$ cat src/rtl/gpio_bitport_pkg.sv
package gpio_bitport_pkg;

    typedef enum logic [1:0] {
        SEL_STAT = 2'd0,
        SEL_CMD  = 2'd1,
        SEL_FLAG = 2'd2,
        SEL_NONE = 2'd3
    } reg_sel_e;

    // Packed so that bit 0 is all_true and bit 3 is some_false
    typedef struct packed {
        logic some_false;
        logic some_true;
        logic all_false;
        logic all_true;
    } cond_flags_t;

    localparam int unsigned FLAG_W = $bits(cond_flags_t);

    localparam cond_flags_t FLAGS_NOTEST = '{some_false: 1'b0, some_true: 1'b0,
                                             all_false: 1'b1, all_true: 1'b1};
    localparam cond_flags_t FLAGS_ALLHIT = '{some_false: 1'b0, some_true: 1'b1,
                                             all_false: 1'b0, all_true: 1'b1};
    localparam cond_flags_t FLAGS_NOHIT  = '{some_false: 1'b1, some_true: 1'b0,
                                             all_false: 1'b1, all_true: 1'b0};
    localparam cond_flags_t FLAGS_PART   = '{some_false: 1'b1, some_true: 1'b1,
                                             all_false: 1'b0, all_true: 1'b0};

    // Next level of one output latch for a {mode, data} operation
    function automatic logic drive_next(input logic cur, input logic mode, input logic data);
        logic nxt;
        case ({mode, data})
            2'b00:   nxt = 1'b0;
            2'b01:   nxt = 1'b1;
            2'b10:   nxt = cur;
            default: nxt = ~cur;
        endcase
        return nxt;
    endfunction

endpackage

$ cat src/rtl/gpio_bitport_sync.sv
module gpio_bitport_sync #(
    parameter int unsigned W      = 8,
    parameter int unsigned STAGES = 2
) (
    input  logic         clk,
    input  logic         rst,
    input  logic [W-1:0] d,
    output logic [W-1:0] q
);

    logic [W-1:0] chain_q [STAGES];

    always_ff @(posedge clk) begin
        if (rst) begin
            for (int s = 0; s < STAGES; s++) begin
                chain_q[s] <= '0;
            end
        end else begin
            chain_q[0] <= d;
            for (int s = 1; s < STAGES; s++) begin
                chain_q[s] <= chain_q[s-1];
            end
        end
    end

    assign q = chain_q[STAGES-1];

endmodule

$ cat src/rtl/gpio_bitport_drive.sv
module gpio_bitport_drive
    import gpio_bitport_pkg::*;
#(
    parameter int unsigned W = 8
) (
    input  logic         clk,
    input  logic         rst,
    input  logic         cmd_we,
    input  logic [W-1:0] dir,
    input  logic [W-1:0] mode,
    input  logic [W-1:0] data,
    output logic [W-1:0] latch_q
);

    logic [W-1:0] latch_nxt;

    for (genvar i = 0; i < W; i++) begin : g_pin
        // Only output pins take the command; input pins keep their latch
        assign latch_nxt[i] = (cmd_we && dir[i]) ? drive_next(latch_q[i], mode[i], data[i])
                                                 : latch_q[i];
    end

    always_ff @(posedge clk) begin
        if (rst) begin
            latch_q <= '0;
        end else begin
            latch_q <= latch_nxt;
        end
    end

endmodule

$ cat src/rtl/gpio_bitport_match.sv
module gpio_bitport_match
    import gpio_bitport_pkg::*;
#(
    parameter int unsigned W = 8
) (
    input  logic [W-1:0] dir,
    input  logic [W-1:0] mask,
    input  logic [W-1:0] pat,
    input  logic [W-1:0] level,
    output cond_flags_t  flags
);

    logic [W-1:0] tested;
    logic [W-1:0] hit;

    assign tested = ~dir & mask;
    assign hit    = tested & ~(level ^ pat);

    always_comb begin
        if (tested == '0) begin
            flags = FLAGS_NOTEST;
        end else if (hit == tested) begin
            flags = FLAGS_ALLHIT;
        end else if (hit == '0) begin
            flags = FLAGS_NOHIT;
        end else begin
            flags = FLAGS_PART;
        end
    end

endmodule

$ cat src/rtl/gpio_bitport.sv
module gpio_bitport
    import gpio_bitport_pkg::*;
#(
    parameter int unsigned NPINS       = 8,
    parameter int unsigned SYNC_STAGES = 2
) (
    input  logic               clk,
    input  logic               rst,
    input  logic               wr_en,
    input  logic [1:0]         wr_sel,
    input  logic [2*NPINS-1:0] wr_data,
    input  logic [1:0]         rd_sel,
    output logic [2*NPINS-1:0] rd_data,
    input  logic [NPINS-1:0]   pin_in,
    output logic [NPINS-1:0]   pin_out,
    output logic [NPINS-1:0]   pin_oe
);

    localparam int unsigned REG_W = 2 * NPINS;

    reg_sel_e     wsel;
    reg_sel_e     rsel;
    logic         we_stat;
    logic         we_cmd;
    logic         we_flag;

    logic [NPINS-1:0] wr_hi;
    logic [NPINS-1:0] wr_lo;

    logic [NPINS-1:0] dir_q;
    logic [NPINS-1:0] mode_q;
    logic [NPINS-1:0] data_q;
    cond_flags_t      flags_q;
    cond_flags_t      flags_eval;

    logic [NPINS-1:0] pin_sync;
    logic [NPINS-1:0] latch_q;
    logic [NPINS-1:0] value_pipe_q;
    logic [NPINS-1:0] value_fld;

    assign wsel    = reg_sel_e'(wr_sel);
    assign rsel    = reg_sel_e'(rd_sel);
    assign we_stat = wr_en && (wsel == SEL_STAT);
    assign we_cmd  = wr_en && (wsel == SEL_CMD);
    assign we_flag = wr_en && (wsel == SEL_FLAG);
    assign wr_hi   = wr_data[REG_W-1:NPINS];
    assign wr_lo   = wr_data[NPINS-1:0];

    gpio_bitport_sync #(
        .W      (NPINS),
        .STAGES (SYNC_STAGES)
    ) u_sync (
        .clk (clk),
        .rst (rst),
        .d   (pin_in),
        .q   (pin_sync)
    );

    gpio_bitport_drive #(
        .W (NPINS)
    ) u_drive (
        .clk     (clk),
        .rst     (rst),
        .cmd_we  (we_cmd),
        .dir     (dir_q),
        .mode    (wr_hi),
        .data    (wr_lo),
        .latch_q (latch_q)
    );

    // Pattern test runs on the command being written and synchronized pins
    gpio_bitport_match #(
        .W (NPINS)
    ) u_match (
        .dir   (dir_q),
        .mask  (wr_hi),
        .pat   (wr_lo),
        .level (pin_sync),
        .flags (flags_eval)
    );

    always_ff @(posedge clk) begin
        if (rst) begin
            dir_q  <= '0;
            mode_q <= '0;
            data_q <= '0;
        end else begin
            if (we_stat) begin
                dir_q <= wr_hi;
            end
            if (we_cmd) begin
                mode_q <= wr_hi;
                data_q <= wr_lo;
            end
        end
    end

    always_ff @(posedge clk) begin
        if (rst) begin
            flags_q <= FLAGS_NOTEST;
        end else if (we_cmd) begin
            flags_q <= flags_eval;
        end else if (we_flag) begin
            flags_q <= cond_flags_t'(wr_data[FLAG_W-1:0]);
        end
    end

    // One extra register on the output side gives the two-cycle value latency
    always_ff @(posedge clk) begin
        if (rst) begin
            value_pipe_q <= '0;
        end else begin
            value_pipe_q <= latch_q;
        end
    end

    assign value_fld = (dir_q & value_pipe_q) | (~dir_q & pin_sync);

    always_comb begin
        case (rsel)
            SEL_STAT: rd_data = {dir_q, value_fld};
            SEL_CMD:  rd_data = {mode_q, data_q};
            SEL_FLAG: rd_data = {{(REG_W-FLAG_W){1'b0}}, flags_q};
            default:  rd_data = '0;
        endcase
    end

    assign pin_out = latch_q;
    assign pin_oe  = dir_q;

endmodule

$ cat config.mk
export PLATFORM = sky130hd
export DESIGN_NAME = gpio_bitport
export DESIGN_NICKNAME = d
export VERILOG_FILES = /design/src/rtl/gpio_bitport_pkg.sv /design/src/rtl/gpio_bitport_sync.sv /design/src/rtl/gpio_bitport_drive.sv /design/src/rtl/gpio_bitport_match.sv /design/src/rtl/gpio_bitport.sv
export SDC_FILE = /design/constraint.sdc
export NUM_CORES = 1
export LEC_CHECK = 0
export BUFFER_PORTS_ARGS = -buffer_cell sky130_fd_sc_hd__buf_2
export CORE_MARGIN = 2
export CORE_UTILIZATION = 45
export DETAILED_ROUTE_END_ITERATION = 16
export PLACE_DENSITY = 0.68
export SKIP_LAST_GASP = 1
export SLEW_MARGIN = 20
export SYNTH_ARGS = -nofsm -noshare
export SYNTH_HDL_FRONTEND = slang
export SYNTH_SLANG_ARGS = --single-unit
$ cat constraint.sdc
create_clock -name clk -period 3.7 [get_ports clk]
set_clock_uncertainty 0.05 [all_clocks]
set_input_delay 0.185 -clock clk [delete_from_list [all_inputs] [get_ports clk]]
set_output_delay 0.185 -clock clk [all_outputs]
set_load 0.1 [all_outputs]
**Word-level counts from Yosys, hierarchy flattened**

Memory sizes are Yosys's and may differ from the RTL's.
Index checks and enable logic that the tools add are counted.

- Muxes and demuxes: 19
- Reductions and logical operators: 32
- Equal/unequal tests: 21
- Bitwise operators: 26

Operators by type and width:

| operator | count |
|---|---|
| $pmux 16 s3 | 1 |
| $and 8x8->8 | 4 |
| $pmux 1 s3 | 8 |
| $eq 2x1->1 const B | 10 |
| $eq 2x2->1 const B | 10 |
| $logic_not 2->1 | 10 |
| $logic_not 8->1 | 2 |
| $mux 4 | 4 |
| $mux 8 | 2 |
| $not 1->1 | 16 |
| $not 8->8 | 2 |
| $reduce_and 2->1 | 8 |
| $logic_and 1x1->1 | 11 |
| $eq 8x8->1 | 1 |
| $or 8x8->8 | 1 |
| $xor 8x8->8 | 1 |
| $mux 1 | 3 |
| $mux 3 | 1 |
| $or 1x1->1 | 2 |
| $reduce_bool 2->1 | 1 |

- Output and inout bits: 32
- Input bits: 31
- Logic and storage cells: 115
- Bits in writable memories: 16
- Flip-flop bits (word level): 44
- Memories kept: 1

Memory list:

| memory | words | width | read ports | clocked after memory_dff | wr ports | line | RTL |
|---|---|---|---|---|---|---|---|
| u_sync.chain_q | 2 | 8 | 2 | 0 | 2 | gpio_bitport_sync.sv:11 | `logic [W-1:0] chain_q [STAGES];` |

**Logic depth before layout (Yosys ltp)**

Gate-level depths: netlist of run 1.
An unclocked memory read counts as a cell.

- Depth after elaboration: 9
- Depth in mapped cells: 6
- Gate-level depth less buffers: 4

**By module**

Synthesis of run 1 repeated with hierarchy kept, for this count alone.

- Cell total of the unflattened synthesis: 320
- Area, all modules: 2947.8 um2

By module, submodules not included:

| module | instances | area each (um2) | cells each | sequential area each (um2) |
|---|---|---|---|---|
| gpio_bitport | 1 | 1674.1 | 184 | 720.7 |
| gpio_bitport_sync | 1 | 524.3 | 41 | 320.3 |
| gpio_bitport_drive | 1 | 495.5 | 59 | 160.2 |
| gpio_bitport_match | 1 | 254.0 | 36 | 0.0 |

**Least setup slack after synthesis of run 1**

OpenSTA, ideal clock, no wires.

- Path type: register to output
- Start: register dir_q[0] (netlist: pin_oe[0])
- End: output port rd_data[0]
- Buffers on the path: 0
- Data required time: 3.465 ns
- Path slack: 0.005 ns
- Data arrival time: 3.460 ns
- Stages on the path, launching flop included: 5
- Cells stage by stage: dfxtp_1 mux2i_1 nor2_1 a21oi_1 o21ai_0

- Longest elaborated chain between the ends: 4
- Elaborated cells between the ends (all ways): 5
- Those cells by class: 1 x mux; 4 x bitwise

Ends and longest elaborated chain:

| element | line | RTL |
|---|---|---|
| start: declaration | gpio_bitport.sv:30 | `logic [NPINS-1:0] dir_q;` |
| start signal: assignment | gpio_bitport.sv:89 | `dir_q <= wr_hi;` |
| $not 8->8 | gpio_bitport.sv:117 | `assign value_fld = (dir_q & value_pipe_q) \| (~dir_q & pin_sync);` |
| $and 8x8->8 | gpio_bitport.sv:117 |  |
| $or 8x8->8 * | gpio_bitport.sv:117 |  |
| $pmux 16 s3 * | gpio_bitport.sv:120 | `case (rsel)` |
| end: declaration | gpio_bitport.sv:13 | `output logic [2*NPINS-1:0] rd_data,` |

Mark *: on every way between the ends. The rest lies on a longest branch, timed or not.

**Worst setup path in the final report of run 1**

Same ends and word-level chain as after synthesis.

==> results of run 1 <==
## cells by family after synthesis
| group | Yosys count | synth area share, % |
|---|---|---|
| multiplexers | 26 | 9.45 |
| AND/OR/NAND/NOR | 144 | 26.9 |
| AO/OA/AOI/OAI | 62 | 13.3 |
| XOR/XNOR | 8 | 2.54 |
| flip-flops | 60 | 43.6 |
| buffers and inverters | 23 | 4.27 |
## where the power goes
group / internal (mW) / leakage, nW / total, mW / switching (mW)
registers: 0.667 / 0.489 / 0.683 / 0.0154
clock network: 0.250 / 0.0848 / 0.484 / 0.234
logic: 0.0630 / 0.773 / 0.214 / 0.151
total: 0.980 / 1.35 / 1.38 / 0.401
## worst paths after layout
kind                        startpoint                    end  cells after the start
setup / recovery             pin_oe[0]             rd_data[0]                      5
hold / removal               pin_in[6]   u_sync.chain_q[0][6]                      2
hold reg to reg   u_sync.chain_q[0][6]  u_sync.chain_q[0][14]                      1
setup reg to reg             pin_oe[1]             flags_q[3]                      4
## synthesized netlist by cell type, types with 3 or more instances
cell       n
o21ai_0   13
nand4b_1   4
mux2i_1   26
buf_2      6
clkbuf_1   7
a21oi_1   35
inv_1      5
dfxtp_1   60
nor2b_1   40
nor2_1    32
nand4_1    4
xor2_1     8
nand2_1   47
nand3_1    3
nand2b_1   5
## final cells by class
cell class                 instances  area, um2  share of cell area [%]
inverter                           5       18.8                   0.579
clock inverter                     3       15.0                   0.463
sequential                        60       1200                    37.1
clock buffer                      11        141                    4.36
tap                               75       93.8                    2.90
multi-input combinational        240       1440                    44.3
timing repair buffer              64        333                    10.3
## critical path: cells and delay by family (launching register included)
family	cells	cell delay (ns)
flops	1	0.52
buf+inv	1	0.46
compound gates	2	0.22
mux	1	0.12
simple gates	1	0.10
## metal layers
metal | share of wire, % | vias up | global-route usage, %
li1 | - | 1204 | -
met1 | 45 | 1090 | 27.0
met2 | 48 | 57 | 33.2
met3 | 4.7 | 12 | 3.80
met4 | 2.2 | 0 | 11.7
met5 | 0 | - | 0
## metrics by stage
stage | utilization, % | instances | instance area [um2] | hold slack [ns]
floorplan | - | 323 | 2760 | 0.263
global placement | 51.7 | 442 | 3060 | 0.343
detailed placement | 51.7 | 442 | 3060 | 0.349
CTS | 54.7 | 458 | 3240 | 0.00244
global route | 54.7 | 458 | 3240 | 0.0147
finish | 54.7 | 458 | 3240 | 0.0121
## sequential cells by signal, summed over array words and instances, names as in the netlist
signal	cells
data_q	8
pin_oe	8
u_drive.latch_q	8
value_pipe_q	8
flags_q	4
mode_q	8
u_sync.chain_q	16
==> impl_metrics.py, run 1 <==
metrics = {
    "global_route": {
        "antenna_found_initial": 0,
        "grt_use_total_pct": 21.0,
        "grt-ovfl-total": 0,
        "grt_pass1_vias": 2244,
        "grt_max_degree": 61,
        "grt_pass1_wl_um": 10700,
    },
    "clock_network": {
        "post_cts_buffers": 0,
        "cts-hold-fix-buffers": 2,
        "htree_levels": 3,
        "clk_latency_ns": 0.33,
        "cts_tree": "built",
        "cts_sinks": 60,
        "cts_resized": 0,
        "cts_buffers": 9,
        "cts_root_buffer": "clkbuf_8",
        "clk_pin_slew_worst_paths_ns": 0.06,
        "cts.path.max_buffers": 2,
    },
    "floorplanning": {
        "start_util_pct": 46.5,
        "rows": 28,
        "fp.dieH_um": 82.2,
        "die_width_um": 82.2,
        "die_area_um2": 6760,
        "core_area_um2": 5920,
        "ios": 63,
    },
    "setup_path": {
        "path_max_fanout": 8,
        "path_class": "flop to output pin",
        "cp.required_ns": 3.46,
        "crit_path_cell_trace": "mux2i_1, nor2_1, a21oi_1, o21ai_0, buf_2",
        "worstSetupEndpointType": "output pin",
        "cp.arrival_ns": 1.75,
        "max_stage_delay_ns": 0.52,
        "reg2reg_slack_ns": 2.17,
        "cp_slowest_cell": "dfxtp_1",
        "start_kind": "flop",
    },
    "logic_synthesis": {
        "seq_area_frac_synth_pct": 43.6,
        "synth_cells": 323,
        "ys_warn_count": 0,
        "synth-edff-count": 0,
        "synth_area_leaders": "dfxtp_1, mux2i_1, nor2b_1, nand2_1, a21oi_1",
        "yosysUniqueCellTypes": 35,
        "ys_seq_elements": 60,
        "postSynthNetCount": 354,
        "yosysTopAreaCell": "dfxtp_1",
        "async_reset_ff_share_pct": 0,
        "synth_top_area_share_pct": 43.6,
        "avgSynthCellArea_um2": 8.53,
        "synth_top_flop_cell": "dfxtp_1",
        "syn_area_um2": 2760,
    },
    "routing": {
        "wl_per_cell_um": 14.0,
        "via_per_inst": 5.16,
        "drt_iter0_markers": 183,
        "ant_nets": 0,
        "drc": 0,
        "vias": 2363,
        "dr.pass1.iters": 4,
        "drt-total-wl_um": 6410,
    },
    "power": {
        "power_density_nw_per_um2": 426,
        "ir_drop_mv": 0.241,
        "finalPower_mw": 1.38,
        "power_leakage_nw": 1.35,
    },
    "place": {
        "place_ws_ns": 1.89,
        "dp_hpwl_um": 4360,
        "io_buffers": 62,
        "gp_congestion": 0.827,
    },
    "timing": {
        "timing.fmax_mhz": 504,
        "worst_pin_slew_ns": 0.905,
        "fin_tns_setup_ns": 0,
        "hold_violations": 0,
        "max-slew-margin-rel_pct": 39.4,
        "final-setup-viol-count": 0,
        "timing.final.ws_setup_ns": 1.72,
        "slew_violations": 0,
        "grt_setup_unrepaired": "no",
        "period_minus_slack_ns": 1.98,
        "finalCritPeriodShare_pct": 53.6,
    },
    "cells_and_area": {
        "final_cell_mix": "buf_2, dfxtp_1, nand2_1",
        "fin_nets": 411,
        "drive_above_1_share_pct": 20.6,
        "fill_cells": 575,
        "areaGrowthSynthToFinish_pct": 17.6,
        "antennaDiodeCount": 0,
        "final_common_cell": "buf_2",
    },
    "outcome": {
        "status": "complete, no violations",
    },
    "job": {
        "maxCapViolations": 0,
    },
    "hold_path": {
        "hp-class": "input port to flop",
    },
}
(Power assumes the default switching activity.)
==> inputs of run 2 (changes only) <==
- PLACE_DENSITY: 0.68 -> 0.71
- clock period: 3.7 -> 1.7 ns (I/O delays scaled with it)
==> run 2 against run 1 <==
  * Combinational power grew to 2.8 times the previous value
  * Via count rose by 7.2%
  * Critical path type unchanged
  * First-iteration DRC count fell by 6.6%
  * Total power up 130%
  * Critical endpoint is now rd_data[3]
  * Flip-flop and latch count did not move
  * Clock-buffer cell count increased by 2
  * Sequential share of layout area is 6.3 points lower
  * Die area is the same
  * Worst hold slack better by 0.15 ns
  * Cell area is 22% higher
==> impl_metrics.py, run 2 (synthesized netlist as in run 1, its figures left out) <==
metrics = {
    "power": {
        "finalPower_mw": 3.22,
        "ir_drop_mv": 0.624,
        "power_leakage_nw": 1.55,
        "power_density_nw_per_um2": 817,
    },
    "cells_and_area": {
        "drive_above_1_share_pct": 27.1,
        "top_register": "u_sync.chain_q",
        "final_cell_mix": "dfxtp_1, nand2_1, buf_2",
        "fin_util_pct": 66.5,
        "antennaDiodeCount": 0,
        "fill_cells": 485,
        "fin_nets": 441,
        "largest_reg_flops": 16,
        "finalNonFillerCells": 489,
        "areaGrowthSynthToFinish_pct": 42.9,
        "final_common_cell": "dfxtp_1",
    },
    "global_route": {
        "grt-ovfl-total": 0,
        "grt_max_degree": 37,
        "grt_pass1_wl_um": 11500,
        "antenna_found_initial": 0,
        "grt_pass1_vias": 2460,
        "grt_use_total_pct": 22.8,
    },
    "routing": {
        "via_per_inst": 5.18,
        "drc": 0,
        "vias": 2532,
        "dr.pass1.iters": 4,
        "drt-total-wl_um": 7020,
        "wl_per_cell_um": 14.4,
        "ant_nets": 0,
        "drt_iter0_markers": 171,
    },
    "place": {
        "dp_hpwl_um": 4690,
        "dp_cells": 450,
        "io_buffers": 62,
        "gp_congestion": 0.846,
    },
    "timing": {
        "grt_setup_unrepaired": "no",
        "final-setup-viol-count": 0,
        "max-slew-margin-rel_pct": 63.6,
        "timing.fmax_mhz": 617,
        "period_minus_slack_ns": 1.62,
        "holdWs_ns": 0.165,
        "hold_violations": 0,
        "finalCritPeriodShare_pct": 95.3,
        "slew_violations": 0,
        "worst_pin_slew_ns": 0.545,
    },
    "floorplanning": {
        "start_util_pct": 46.5,
        "die_width_um": 82.2,
        "ios": 63,
        "core_area_um2": 5920,
        "rows": 28,
        "fp.dieH_um": 82.2,
        "die_area_um2": 6760,
    },
    "clock_network": {
        "htree_levels": 3,
        "clk_latency_ns": 0.34,
        "cts_buffers": 9,
        "cts_root_buffer": "clkbuf_8",
        "cts_sinks": 60,
        "cts.path.max_buffers": 2,
        "cts_tree": "built",
        "post_cts_buffers": 0,
        "clk_pin_slew_worst_paths_ns": 0.07,
    },
    "job": {
        "maxCapViolations": 0,
    },
    "setup_path": {
        "cp.arrival_ns": 1.49,
        "cp.required_ns": 1.56,
        "worstSetupEndpointType": "output pin",
        "start_kind": "flop",
        "path_class": "flop to output pin",
        "path_max_fanout": 7,
    },
    "hold_path": {
        "hp-class": "input port to flop",
    },
    "outcome": {
        "status": "complete, no violations",
    },
}
## run 2: worst max-delay path, cell delays in order, from the launching register on
cell and delay [ns]:
dfxtp_2 0.40, mux2i_1 0.21, nor2_1 0.05, a21oi_1 0.21, o21ai_4 0.09, buf_12 0.18
## run 2: metal layers
metal	global-route usage (%)	wire length (um)	part of all wire, %	up-vias
met3	4.78	463	6.6	13
met2	36.9	3400	48	93
met4	12.0	137	2.0	0
li1	-	-	-	1274
met5	0	0	0	-
met1	28.4	3020	43	1152
## run 2: repair_timing
item                                   CTS  global route
hold buffers                            24             0
endpoints found under the hold margin   34             0
gates resized for setup                  0             1
setup endpoints to repair                0             1
## run 2: per-stage QoR
step / instance area (um2) / TNS (ns) / worst slack [ns]
after global routing: 3940 / 0 / 0.0104
after detailed placement: 3520 / 0 / 0.386
final: 3940 / 0 / 0.0791
after global placement: 3520 / 0 / 0.422
after floorplan: 2890 / -0.239 / -0.239
after CTS: 3930 / 0 / 0.0623
## run 2: power by group
part	switching [mW]	internal (mW)	leakage [nW]	total [mW]
Sequential	0.0326	1.45	0.493	1.49
Clock	0.528	0.596	0.0893	1.12
Combinational	0.374	0.233	0.971	0.607
## run 2: cell type report
class | count | area (um2) | share of cell area [%]
Multi-Input combinational cell | 240 | 1570 | 39.8
Tap cell | 75 | 93.8 | 2.38
Clock buffer | 13 | 159 | 4.04
Clock inverter | 2 | 10.0 | 0.254
Sequential cell | 60 | 1210 | 30.8
Inverter | 5 | 18.8 | 0.477
Timing Repair Buffer | 94 | 876 | 22.3
## run 2: final timing paths
| check | from | endpoint | slack [ns] | depth (start not counted) |
|---|---|---|---|---|
| max | pin_oe[3] | rd_data[3] | 0.08 | 5 |
| min | rst | pin_oe[4] | 0.16 | 2 |
| max reg2reg | u_sync.chain_q[0][10] | flags_q[0] | 0.37 | 4 |
| min reg2reg | u_sync.chain_q[0][3] | u_sync.chain_q[0][11] | 0.39 | 1 |
